## config.mk

```make
export PLATFORM = sky130hd
export DESIGN_NAME = dir_serdes
export DESIGN_NICKNAME = d
export VERILOG_FILES = /design/src/rtl/serdes_pkg.sv /design/src/rtl/serdes_ctrl.sv /design/src/rtl/serdes_datapath.sv /design/src/rtl/dir_serdes.sv
export SDC_FILE = /design/constraint.sdc
export NUM_CORES = 1
export LEC_CHECK = 0
export BUFFER_PORTS_ARGS = -buffer_cell sky130_fd_sc_hd__buf_2
export CAP_MARGIN = 0
export CORE_MARGIN = 5
export CORE_UTILIZATION = 50
export CTS_CLUSTER_SIZE = 40
export DETAILED_ROUTE_END_ITERATION = 12
export PLACE_DENSITY = 0.78
export SLEW_MARGIN = 20
export SYNTH_ARGS = -nofsm -noshare
export SYNTH_HDL_FRONTEND = slang
export SYNTH_SLANG_ARGS = --single-unit
```

## constraint.sdc

```tcl
create_clock -name clk -period 1.49 [get_ports clk]
set_input_delay 0.0745 -clock clk [delete_from_list [all_inputs] [get_ports clk]]
set_output_delay 0.0745 -clock clk [all_outputs]
set_load 0.01 [all_outputs]
```

## src/rtl/serdes_pkg.sv

```systemverilog
package serdes_pkg;

  // Strobes from the control unit to the datapath
  typedef struct packed {
    logic txCapture;  // latch parallel word into the holding register
    logic txLoad;     // move held word plus boundary into the shifter
    logic txShift;    // advance the transmit shifter by one bit
    logic rxClear;    // flush the receive window
    logic rxShift;    // take one serial bit into the receive window
    logic rxLatch;    // update the parallel outputs from the window
  } ctrlStrobe_t;

  typedef enum logic [1:0] {
    RX_HUNT = 2'd0,
    RX_CAND = 2'd1,
    RX_LOCK = 2'd2
  } rxState_e;

endpackage

```

## src/rtl/serdes_ctrl.sv

```systemverilog
module serdes_ctrl
  import serdes_pkg::*;
#(
  parameter int FRAME_W = 26,
  parameter int PAD_W   = 2
) (
  input  logic        clk,
  input  logic        rstN,
  input  logic        dirIn,
  input  logic        strobe,
  input  logic        serInValid,
  input  logic        rxMatch,
  output ctrlStrobe_t strb,
  output logic        txBusy,
  output logic        txPadSlot,
  output logic        rxLocked,
  output logic        wordClk
);

  localparam int CNT_W = $clog2(FRAME_W);
  localparam logic [CNT_W-1:0] LAST_BIT  = CNT_W'(FRAME_W - 1);
  localparam logic [CNT_W-1:0] PAD_FIRST = CNT_W'(FRAME_W - PAD_W);

  logic             serMode;
  logic             txPend;
  logic [CNT_W-1:0] txCnt;
  logic             txLast;

  rxState_e         rxState;
  logic [CNT_W-1:0] rxPhase;
  logic             rxAtFrame;

  assign serMode   = dirIn;
  assign txLast    = txBusy && (txCnt == LAST_BIT);
  assign txPadSlot = txBusy && (txCnt >= PAD_FIRST);
  assign rxAtFrame = (rxState != RX_HUNT) && (rxPhase == LAST_BIT);
  assign rxLocked  = (rxState == RX_LOCK);

  always_comb begin
    strb           = '0;
    strb.txCapture = serMode && strobe;
    strb.txLoad    = serMode && txPend && (!txBusy || txLast);
    strb.txShift   = serMode && txBusy;
    strb.rxClear   = serMode;
    strb.rxShift   = !serMode && serInValid;
    strb.rxLatch   = !serMode && serInValid && rxAtFrame && rxMatch;
  end

  // Transmit sequencing: one held word, one word in flight
  always_ff @(posedge clk) begin
    if (!rstN || !serMode) begin
      txPend <= 1'b0;
      txBusy <= 1'b0;
      txCnt  <= '0;
    end else begin
      if (strb.txLoad) begin
        txBusy <= 1'b1;
        txCnt  <= '0;
      end else if (txLast) begin
        txBusy <= 1'b0;
        txCnt  <= '0;
      end else if (txBusy) begin
        txCnt <= txCnt + 1'b1;
      end
      if (strobe)           txPend <= 1'b1;
      else if (strb.txLoad) txPend <= 1'b0;
    end
  end

  // Receive framing: hunt, confirm one frame later, then track
  always_ff @(posedge clk) begin
    if (!rstN || serMode) begin
      rxState <= RX_HUNT;
      rxPhase <= '0;
      wordClk <= 1'b0;
    end else begin
      wordClk <= strb.rxLatch;
      if (serInValid) begin
        case (rxState)
          RX_HUNT: begin
            rxPhase <= '0;
            if (rxMatch) rxState <= RX_CAND;
          end
          default: begin
            if (rxAtFrame) begin
              rxPhase <= '0;
              rxState <= rxMatch ? RX_LOCK : RX_HUNT;
            end else begin
              rxPhase <= rxPhase + 1'b1;
            end
          end
        endcase
      end
    end
  end

  // a word clock only ever appears under lock
  p_wclk_locked_r7: assert property (@(posedge clk) disable iff (!rstN)
    wordClk |-> rxLocked);

  // word clock is a single-cycle pulse
  p_wclk_single_r8: assert property (@(posedge clk) disable iff (!rstN)
    wordClk |=> !wordClk);

  // a held word follows the finishing frame with no gap
  p_pend_served_r6: assert property (@(posedge clk) disable iff (!rstN)
    (serMode && txPend && txLast) |=> (txBusy && txCnt == '0));

endmodule

```

## src/rtl/serdes_datapath.sv

```systemverilog
module serdes_datapath
  import serdes_pkg::*;
#(
  parameter int SHARED_W = 20,
  parameter int DED_W    = 2,
  parameter int PAD_W    = 2,
  parameter int BND_W    = 2,
  parameter logic [BND_W-1:0] BND_PAT = 2'b01
) (
  input  logic                clk,
  input  logic                rstN,
  input  ctrlStrobe_t         strb,
  input  logic [SHARED_W-1:0] parIn,
  input  logic [DED_W-1:0]    dedIn,
  input  logic                serIn,
  output logic                serOut,
  output logic                rxMatch,
  output logic [SHARED_W-1:0] parOut,
  output logic [DED_W-1:0]    dedOut
);

  localparam int DATA_W  = SHARED_W + DED_W + PAD_W;
  localparam int FRAME_W = DATA_W + BND_W;

  logic [DATA_W-1:0]  txWord;
  logic [DATA_W-1:0]  holdReg;
  logic [FRAME_W-1:0] txShiftReg;
  logic [FRAME_W-2:0] rxWin;
  logic [FRAME_W-1:0] nextWin;

  generate
    if (PAD_W > 0) begin : g_pad
      assign txWord = {{PAD_W{1'b0}}, dedIn, parIn};
    end else begin : g_nopad
      assign txWord = {dedIn, parIn};
    end
  endgenerate

  always_ff @(posedge clk) begin
    if (!rstN) begin
      holdReg <= '0;
    end else if (strb.txCapture) begin
      holdReg <= txWord;
    end
  end

  always_ff @(posedge clk) begin
    if (!rstN) begin
      txShiftReg <= '0;
    end else if (strb.txLoad) begin
      txShiftReg <= {holdReg, BND_PAT};
    end else if (strb.txShift) begin
      txShiftReg <= {1'b0, txShiftReg[FRAME_W-1:1]};
    end
  end

  assign serOut = txShiftReg[0];

  // Window including the incoming bit; oldest bit at position 0
  assign nextWin = {serIn, rxWin};
  assign rxMatch = (nextWin[BND_W-1:0] == BND_PAT);

  always_ff @(posedge clk) begin
    if (!rstN || strb.rxClear) begin
      rxWin <= '0;
    end else if (strb.rxShift) begin
      rxWin <= nextWin[FRAME_W-1:1];
    end
  end

  // Padding positions above the dedicated field are never read
  always_ff @(posedge clk) begin
    if (!rstN) begin
      parOut <= '0;
      dedOut <= '0;
    end else if (strb.rxLatch) begin
      parOut <= nextWin[BND_W +: SHARED_W];
      dedOut <= nextWin[BND_W + SHARED_W +: DED_W];
    end
  end

  // outputs move only with a latch strobe
  p_out_hold_r9: assert property (@(posedge clk) disable iff (!rstN)
    !strb.rxLatch |=> ($stable(parOut) && $stable(dedOut)));

endmodule

```

## src/rtl/dir_serdes.sv

```systemverilog
module dir_serdes
  import serdes_pkg::*;
#(
  parameter int SHARED_W = 20,
  parameter int DED_W    = 2,
  parameter int PAD_W    = 2,
  parameter int BND_W    = 2,
  parameter logic [BND_W-1:0] BND_PAT = 2'b01
) (
  input  logic                clk,
  input  logic                rstN,
  input  logic                dirIn,
  output logic                dirOut,
  input  logic                strobe,
  input  logic [SHARED_W-1:0] parIn,
  input  logic [DED_W-1:0]    dedIn,
  output logic                serOut,
  output logic                serBitClkEn,
  input  logic                serIn,
  input  logic                serInValid,
  output logic [SHARED_W-1:0] parOut,
  output logic                parOe,
  output logic [DED_W-1:0]    dedOut,
  output logic                wordClk,
  output logic                rxLocked
);

  localparam int FRAME_W = SHARED_W + DED_W + PAD_W + BND_W;

  ctrlStrobe_t strb;
  logic        rxMatch;
  logic        txPadSlot;

  // Turnaround path is purely combinational
  assign dirOut = ~dirIn;
  assign parOe  = ~dirIn;

  serdes_ctrl #(
    .FRAME_W (FRAME_W),
    .PAD_W   (PAD_W)
  ) i_ctrl (
    .clk        (clk),
    .rstN       (rstN),
    .dirIn      (dirIn),
    .strobe     (strobe),
    .serInValid (serInValid),
    .rxMatch    (rxMatch),
    .strb       (strb),
    .txBusy     (serBitClkEn),
    .txPadSlot  (txPadSlot),
    .rxLocked   (rxLocked),
    .wordClk    (wordClk)
  );

  serdes_datapath #(
    .SHARED_W (SHARED_W),
    .DED_W    (DED_W),
    .PAD_W    (PAD_W),
    .BND_W    (BND_W),
    .BND_PAT  (BND_PAT)
  ) i_dp (
    .clk     (clk),
    .rstN    (rstN),
    .strb    (strb),
    .parIn   (parIn),
    .dedIn   (dedIn),
    .serIn   (serIn),
    .serOut  (serOut),
    .rxMatch (rxMatch),
    .parOut  (parOut),
    .dedOut  (dedOut)
  );

  // every frame opens with the leading boundary bit
  p_first_bnd_r3: assert property (@(posedge clk) disable iff (!rstN)
    $rose(serBitClkEn) |-> (serOut == BND_PAT[0]));

  // padding slots carry zero
  p_pad_zero_r4: assert property (@(posedge clk) disable iff (!rstN)
    txPadSlot |-> !serOut);

  // dedicated outputs frozen while serializing
  p_ded_hold_r10: assert property (@(posedge clk) disable iff (!rstN)
    (dirIn && $past(dirIn)) |-> $stable(dedOut));

endmodule

```

* After elaboration in Yosys (flattened, before gate mapping)
Index checks and enable logic that the tools add are counted.
** Word-level totals
- Register bits :: 110
- Bits in latches :: 0
- Memory bits (writable) :: 0
- Memory bits (read-only) :: 0
- Input bits :: 28
- Memories kept :: 0
** Operators by class
- Add/subtract/negate cells :: 2
- Multiply operators :: 0
- Div/mod/pow operators :: 0
- Magnitude comparators :: 0
- Equal/unequal tests :: 5
- Shifts and indexed selects :: 0
- Multiplexer cells :: 12
- Bitwise logic cells :: 2
- Reductions and logical operators :: 24
** Operator list (count)
- $mux 26 :: 2
- $add 5x1->5 const B :: 2
- $eq 5x5->1 const B :: 2
- $mux 5 :: 2
- $reduce_bool 2->1 :: 5
- $logic_and 1x1->1 :: 9
- $mux 2 :: 4
- $mux 1 :: 4
- $logic_not 1->1 :: 3
- $logic_or 1x1->1 :: 3
- $reduce_and 3->1 :: 1
- $reduce_or 3->1 :: 1
- $eq 2x1->1 const B :: 1
- $eq 2x2->1 const B :: 1
- $logic_not 2->1 :: 1
- $ne 2x1->1 const B :: 1
- $not 1->1 :: 2
- $reduce_or 2->1 :: 1

* Depth between registers and ports, before layout
Gate-level depths: netlist (run 1).
- Depth in word-level cells :: 6
- Gate-level depth with buffers :: 6

* By module
From an unflattened synthesis (run 1), not the netlist that was laid out.
** Second synthesis, totals
- Cell total of the unflattened synthesis :: 422
- Area total of the unflattened synthesis :: 4633.2 um^2
** Modules (own cells, without submodules)
- serdes_datapath :: times used 1, cells each 332, area an instance 3854.9 um^2
- serdes_ctrl :: times used 1, cells each 88, area an instance 767.0 um^2
- dir_serdes :: times used 1, cells each 2, area an instance 11.3 um^2

* Worst setup path after synthesis (run 1)
OpenSTA, ideal clock, no wires.
- Path kind :: reg2reg
- From :: reg i_ctrl.rxPhase[0]
- To :: reg i_dp.parOut[10]
- Library setup time :: 0.072 ns
- Arrival time :: 1.561 ns
- Required time :: 1.418 ns
- Slack :: -0.143 ns
- Stages on the path, launching flop included :: 6
- Period minus slack after synthesis :: 1.633 ns
- Path through :: dfxtp_1 ha_1 nand4b_4 nor4b_4 buf_6 mux2i_1
** On the way
- Word-level cells in the longest chain between the ends :: 4
** Ends and longest elaborated chain
- from (decl) :: RTL line serdes_ctrl.sv:30 : logic [CNT_W-1:0] rxPhase;
- from (signal assigned) :: RTL line serdes_ctrl.sv:89 : rxPhase <= rxPhase + 1'b1;
- $eq 5x5->1 :: RTL line serdes_ctrl.sv:36 : assign rxAtFrame = (rxState != RX_HUNT) && (rxPhase == LAST_BIT);
- $logic_and 1x1->1 :: RTL line serdes_ctrl.sv:36
- $logic_and 1x1->1 (2 in series) :: RTL line serdes_ctrl.sv:46 : strb.rxLatch = !serMode && serInValid && rxAtFrame && rxMatch;
- to (signal assigned) :: RTL line serdes_datapath.sv:77 : parOut <= nextWin[BND_W +: SHARED_W];
- to (decl) :: RTL line serdes_datapath.sv:18 : output logic [SHARED_W-1:0] parOut,
Every way passes these cells.
A chain may end at the register's enable or synchronous reset.

* Worst setup path after layout (run 1)
- From :: reg i_ctrl.txCnt[1]
- To :: reg i_dp.txShiftReg[7]
** On the way
- Word-level cells in the longest chain between the ends :: 5
** Ends and longest elaborated chain
- from (decl) :: RTL line serdes_ctrl.sv:26 : logic [CNT_W-1:0] txCnt;
- from (signal assigned) :: RTL line serdes_ctrl.sv:63 : txCnt <= txCnt + 1'b1;
- $eq 5x5->1 (*) :: RTL line serdes_ctrl.sv:34 : assign txLast = txBusy && (txCnt == LAST_BIT);
- $logic_and 1x1->1 (*) :: RTL line serdes_ctrl.sv:34
- $logic_or 1x1->1 (*) :: RTL line serdes_ctrl.sv:42 : strb.txLoad = serMode && txPend && (!txBusy || txLast);
- $logic_and 1x1->1 (*) :: RTL line serdes_ctrl.sv:42
- $mux 26 or $reduce_bool 2->1 (tied branches)
- to (signal assigned) :: RTL line serdes_datapath.sv:51 : txShiftReg <= {holdReg, BND_PAT};
- to (signal assigned) :: RTL line serdes_datapath.sv:53 : txShiftReg <= {1'b0, txShiftReg[FRAME_W-1:1]};
- to (decl) :: RTL line serdes_datapath.sv:27 : logic [FRAME_W-1:0] txShiftReg;
Mark *: on every way between the ends. The rest lies on a longest branch, timed or not.

==> flow_summary.toml, run 1 <==
[status]
status = "finished with violations"
violations = "setup timing"

[power]
p_switching_mw = 1.21
comb_power_share_pct = 6.2
vdd_drop_max_uv = 412
p_sw_share_pct = 24.2
power.leakage_nw = 2.26
p_seq_share_pct = 59.6
power_mw = 4.98
intPower_mw = 3.77
p_per_area_nw_per_um2 = 932
power.clock.fraction_pct = 34.2

[floorplan]
rows = 33
core_area_um2 = 8300
die_h_um = 103
start_util_pct = 52.0
die-area_um2 = 10600
die_w_um = 103
io_pins = 56

[critical_path]
r2r_end = "i_dp.txShiftReg[7]"
startpoint_type = "register"
worstSetupEndpointType = "register"
critPathKind = "register to register"
reg2reg_slack_ns = -0.005
cp-endpoint = "i_dp.txShiftReg[7]"
r2r-start = "i_ctrl.txCnt[1]"
required_ns = 1.75
cp_max_fo = 11
crit_start = "i_ctrl.txCnt[1]"
reg2reg_depth = 6
cp.arrival_ns = 1.75

[synth]
synth_edf_count = 0
ys_seq_elements = 109
asyncSetResetFlopFracSynth_pct = 0
synthCells = 448
synthFlopType = "dfxtp_1"
synth.distinct_cells = 45
ys_seq_area_share_pct = 50.6
netlist_area_um2 = 4310
syn_nets = 480
yosysWarnings = 0
avgSynthCellArea_um2 = 9.63

[clock_network]
numClockSinks = 109
numCtsBuffers = 9
clk-insertion-delay-late_ns = 0.36
cts_tree = "yes"
clk_pin_slew_ns = 0.11
cts_buffer_depth = 2
root_buffer = "clkbuf_8"
htreeDepth = 3

[detailed_routing]
wire_per_inst_um = 14.5
via_count = 3455
viasPerCell = 5.36
drt_pass1_iterations = 5
antenna_left = 0
routed_wl_um = 9310
drcViolationCount = 0
drt_iter0_markers = 243

[finish]
syn_to_final_growth_pct = 23.8
ff_latch_area_um2 = 2190
final_area_um2 = 5340
final_nets = 566
nFillCells = 661
diodes = 0
multi_input_area_um2 = 1990
drive_gt1_share_pct = 21.7

[sta]
post-route-period-util_pct = 100
finalHoldViolCount = 0
finalMaxSlewViolations = 0
finalCriticalPeriod_ns = 1.50
timing.fmax_mhz = 669
rsz0062_at_grt = "true"
maxSlewHeadroom_pct = 74.9
setup_viol = 3
finClkSkew_ns = 0.0181
tightestPinTransition_ns = 0.376
fin_ws_ns = -0.00543

[run]
drv_cap = 0

[place]
dp_hpwl_um = 5740
port_buffers = 55
placed_area_um2 = 4800
place_congestion = 0.813

[global_routing]
grt-ovfl-total = 0
first_global_vias = 3266
track_usage_pct = 17.6
grt_antenna_before_repair = 0
grt_max_degree = 33
grt_pass1_wl_um = 15000

[worst_hold_path]
hold_class = "input port to register"
## stage by stage
step	std cells	worst slack [ns]	util [%]	TNS, ns	hold WS [ns]
global route	644	-0.0596	64.4	-1.63	0.0508
finish	644	-0.00543	64.4	-0.00982	0.0579
CTS	639	-0.0695	63.1	-0.224	0.0312
detailed placement	599	-0.0427	57.9	-0.0480	0.330
floorplan	448	-0.107	-	-2.02	0.192
global placement	599	0.0464	57.9	0	0.318
## area by class of cell
cell class / count / share of cell area, %
clock buffers: 10 / 2.58
clock inverters: 6 / 1.03
inverters: 6 / 0.422
multi-input cells: 301 / 37.2
flip-flops and latches: 109 / 40.9
well taps: 105 / 2.46
repair buffers: 107 / 15.3
## layer usage
metal	part of all wire (%)	vias to the layer above	global-route usage [%]
li1	-	1729	-
met2	47	95	29.1
met5	0	-	0
met4	1.5	0	6.97
met3	5.1	16	3.99
met1	46	1615	22.2
## cell usage after synthesis, types with 2 or more instances
master    instances  area [um2]
mux2i_1          47         470
and3_1           23         144
ha_1              4        50.1
nand4_1           5        31.3
buf_2             9        45.0
a21oi_1           6        30.0
o21ai_0           3        15.0
and2_1            2        12.5
inv_1             6        22.5
nor2b_1           3        18.8
buf_1             2        7.51
dfxtp_1         109        2180
nand2_1          98         368
o21ba_2           2        20.0
a31oi_1           3        18.8
xor2_1            3        26.3
nor2_1           30         113
clkbuf_1         17        63.8
nand4b_1          2        17.5
a221o_1          22         220
buf_6             2        22.5
nand3_1           3        15.0
nor3_1            4        20.0
a21boi_0         22         165
## how the worst min path moves through the flow
stage / from / end / slack, ns / depth (start not counted)
2_1_floorplan: strobe / i_ctrl.txPend / 0.19 / 2
3_3_place_gp: strobe / i_ctrl.txPend / 0.32 / 3
3_5_place_dp: parIn[15] / i_dp.holdReg[15] / 0.33 / 3
4_1_cts: rstN / i_dp.txShiftReg[0] / 0.03 / 2
5_1_grt: rstN / i_dp.txShiftReg[0] / 0.05 / 2
6_report: rstN / i_dp.txShiftReg[0] / 0.06 / 2
## state kept, by name, summed over array words and instances, names as in the netlist
name,flops
i_dp.parOut,20
i_dp.holdReg,22
i_ctrl.wordClk,1
i_dp.rxWin,25
i_ctrl.txPend,1
i_ctrl.txCnt,5
i_ctrl.txBusy,1
i_dp.dedOut,2
i_ctrl.rxState,2
i_ctrl.rxPhase,5
i_dp.txShiftReg,25
## power by group through the flow
stage | clock (mW) | combinational (mW) | sequential, mW
2_1_floorplan | 0 | 0.165 | 3.03
3_3_place_gp | 0 | 0.246 | 3.03
3_5_place_dp | 0 | 0.253 | 3.03
4_1_cts | 1.75 | 0.303 | 2.97
5_1_grt | 1.85 | 0.340 | 2.97
6_report | 1.70 | 0.308 | 2.97
## logic make-up after synthesis
kind of cell | Yosys count | synth area share (%)
multiplexers | 47 | 10.9
AND/OR/NAND/NOR | 180 | 19.7
buffers and inverters | 38 | 4.38
adder cells (fa/ha/maj) | 4 | 1.16
AO/OA/AOI/OAI | 66 | 12.5
XOR/XNOR | 4 | 0.812
flip-flops | 109 | 50.6
## critical path: stages (launching register included)
cell	delay, ns
dfxtp_2	0.34
inv_2	0.06
ha_4	0.13
nand4b_4	0.12
o211a_4	0.28
clkbuf_16	0.17
a221o_1	0.30
## cells in the final DEF (no fill, tap or decap), types with 2 or more instances in the layout
cell type	count
nor3_1	4
buf_4	21
and3_1	23
o21ba_2	2
nor2b_1	3
a21oi_1	5
inv_2	2
clkinv_4	2
nand4_1	5
buf_2	55
dfxtp_2	4
nand4b_1	2
nor2_1	30
nand2_1	98
a221o_1	22
buf_12	3
ha_1	2
clkbuf_16	3
dlygate4sd3_1	24
o21ai_0	3
mux2i_1	47
and2_1	2
inv_1	4
dfxtp_1	105
nand3_1	3
inv_8	2
a21boi_0	22
xor2_1	3
ha_4	2
clkbuf_8	10
clkinvlp_4	2
a31oi_1	3
nand4b_4	2
## timing repair
item | in CTS | in global routing
gates cloned | 0 | 3
pin swaps | 1 | 2
gates resized for setup | 0 | 3
endpoints found under the setup margin | 15 | 45
hold buffers | 24 | 0
hold endpoints to repair | 24 | 0
buffers inserted | 0 | 2
(Power assumes the default switching activity.)
==> run 2: changes to the inputs <==
MAX_ROUTING_LAYER = met4   (was unset)
RECOVER_POWER = 50   (was unset)
==> run 2 against run 1 <==
The run still ends with setup timing left. Combinational power is essentially flat. Critical endpoint unchanged. Clock power is essentially flat. Largest power group unchanged. Fmax is essentially flat. Power grew 0.18%. Die area is the same. Cell count is the same. Sequential power is essentially flat.
==> flow_summary.toml, run 2 (synthesis results as in run 1) <==
[global_routing]
grt_pass1_wl_um = 15000
grt_antenna_before_repair = 0
grt-ovfl-total = 0
track_usage_pct = 18.1
grt_max_degree = 33
first_global_vias = 3282

[finish]
drive_gt1_share_pct = 17.6
syn_to_final_growth_pct = 23.1
nFillCells = 673
layout_commonest_cell = "dfxtp_1"
final_nets = 566
diodes = 0
final_util_pct = 64.0
top_regs = "i_dp.rxWin: 25 flops, i_dp.txShiftReg: 25 flops, i_dp.holdReg: 22 flops"
mostFrequentLayoutCells = "dfxtp_1, nand2_1, mux2i_1"

[clock_network]
clk-insertion-delay-late_ns = 0.37
cts_tree = "yes"
clk_pin_slew_ns = 0.11
htreeDepth = 3
root_buffer = "clkbuf_8"
numClockSinks = 109
cts_buffer_depth = 2
numCtsBuffers = 9

[status]
violations = "setup timing"
status = "finished with violations"

[critical_path]
path_cells = "inv_2 > ha_4 > nand4b_4 > o211a_4 > clkbuf_16 > a221o_1"
cp.arrival_ns = 1.76
path_delay_family = "compound AO/OA/AOI/OAI gates"
worstSetupEndpointType = "register"
required_ns = 1.75
cp_slowest_cell = "dfxtp_2"
critPathMaxStageDelay_ns = 0.34
cp_max_fo = 11
path_buf_inv = 2
critPathKind = "register to register"
startpoint_type = "register"

[place]
port_buffers = 55
dp_hpwl_um = 5740
place_congestion = 0.825

[detailed_routing]
routed_wl_um = 9260
drcViolationCount = 0
wire_per_inst_um = 14.4
viasPerCell = 5.35
antenna_left = 0
via_count = 3444
drt_pass1_iterations = 5
drt_iter0_markers = 245

[power]
power.leakage_nw = 2.17
vdd_drop_max_uv = 415
p_per_area_nw_per_um2 = 939
power_mw = 4.99

[sta]
finalHoldViolCount = 0
timing.fmax_mhz = 668
maxSlewHeadroom_pct = 63.3
post-route-period-util_pct = 100
fin_ws_ns = -0.00674
finalCriticalPeriod_ns = 1.50
finClkSkew_ns = 0.0182
setup_viol = 5
tightestPinTransition_ns = 0.550
rsz0062_at_grt = "true"
finalMaxSlewViolations = 0
finalSetupTns_ns = -0.0186

[worst_hold_path]
hold_class = "input port to register"

[floorplan]
die_w_um = 103
core_area_um2 = 8300
rows = 33
die-area_um2 = 10600
io_pins = 56
die_h_um = 103
start_util_pct = 52.0

[run]
drv_cap = 0
run 2: cell count changes in the layout (fill, tap and decap cells not counted), sizes merged:
cell and delta:
buf -22, clkbuf +22
run 2: layout make-up:
| cell class | instances | area (um2) | share of cell area, % |
|---|---|---|---|
| clock inverters | 6 | 55.1 | 1.04 |
| multi-input cells | 301 | 1990 | 37.4 |
| inverters | 6 | 22.5 | 0.424 |
| clock buffers | 10 | 138 | 2.59 |
| well taps | 105 | 131 | 2.47 |
| repair buffers | 107 | 787 | 14.8 |
| flip-flops and latches | 109 | 2190 | 41.2 |
run 2: timing repair:
action	4_1_cts	5_1_grt
hold buffers	24	0
gates resized for setup	0	3
endpoints found under the hold margin	24	0
cloned	0	3
setup buffers	0	2
pin swaps	1	2
endpoints found under the setup margin	15	45
run 2: worst paths after layout:
path	from	slack (ns)	cells past startpoint	to
worst max-delay path	i_ctrl.txCnt[1]	-0.007	6	i_dp.txShiftReg[7]
worst min-delay path	rstN	0.05	2	i_dp.txShiftReg[0]
worst max register to register	i_ctrl.txCnt[1]	-0.007	6	i_dp.txShiftReg[7]
worst min register to register	i_dp.parOut[12]	0.46	2	i_dp.parOut[12]
run 2: power by group:
group | switching [mW] | total (mW) | leakage, nW | internal [mW]
Clock | 1.03 | 1.72 | 0.0925 | 0.684
Sequential | 0.0198 | 2.97 | 0.883 | 2.95
Combinational | 0.166 | 0.305 | 1.19 | 0.139
run 2: routing by layer:
| layer | up-vias | wire length (um) | GRT usage [%] |
|---|---|---|---|
| li1 | 1727 | - | - |
| met1 | 1602 | 4290 | 22.2 |
| met2 | 103 | 4380 | 29.1 |
| met3 | 12 | 475 | 4.26 |
| met4 | 0 | 120 | 6.37 |
| met5 | - | 0 | - |
run 2: through the flow:
stage                     hold WS [ns]  area, um2  std cells  setup WS, ns
after global routing            0.0461       5310        644       -0.0596
after global placement           0.318       4800        599        0.0464
after detailed placement         0.330       4800        599       -0.0427
final                           0.0518       5310        644      -0.00674
after floorplan                  0.192       4370        448        -0.107
after CTS                       0.0312       5240        639       -0.0695
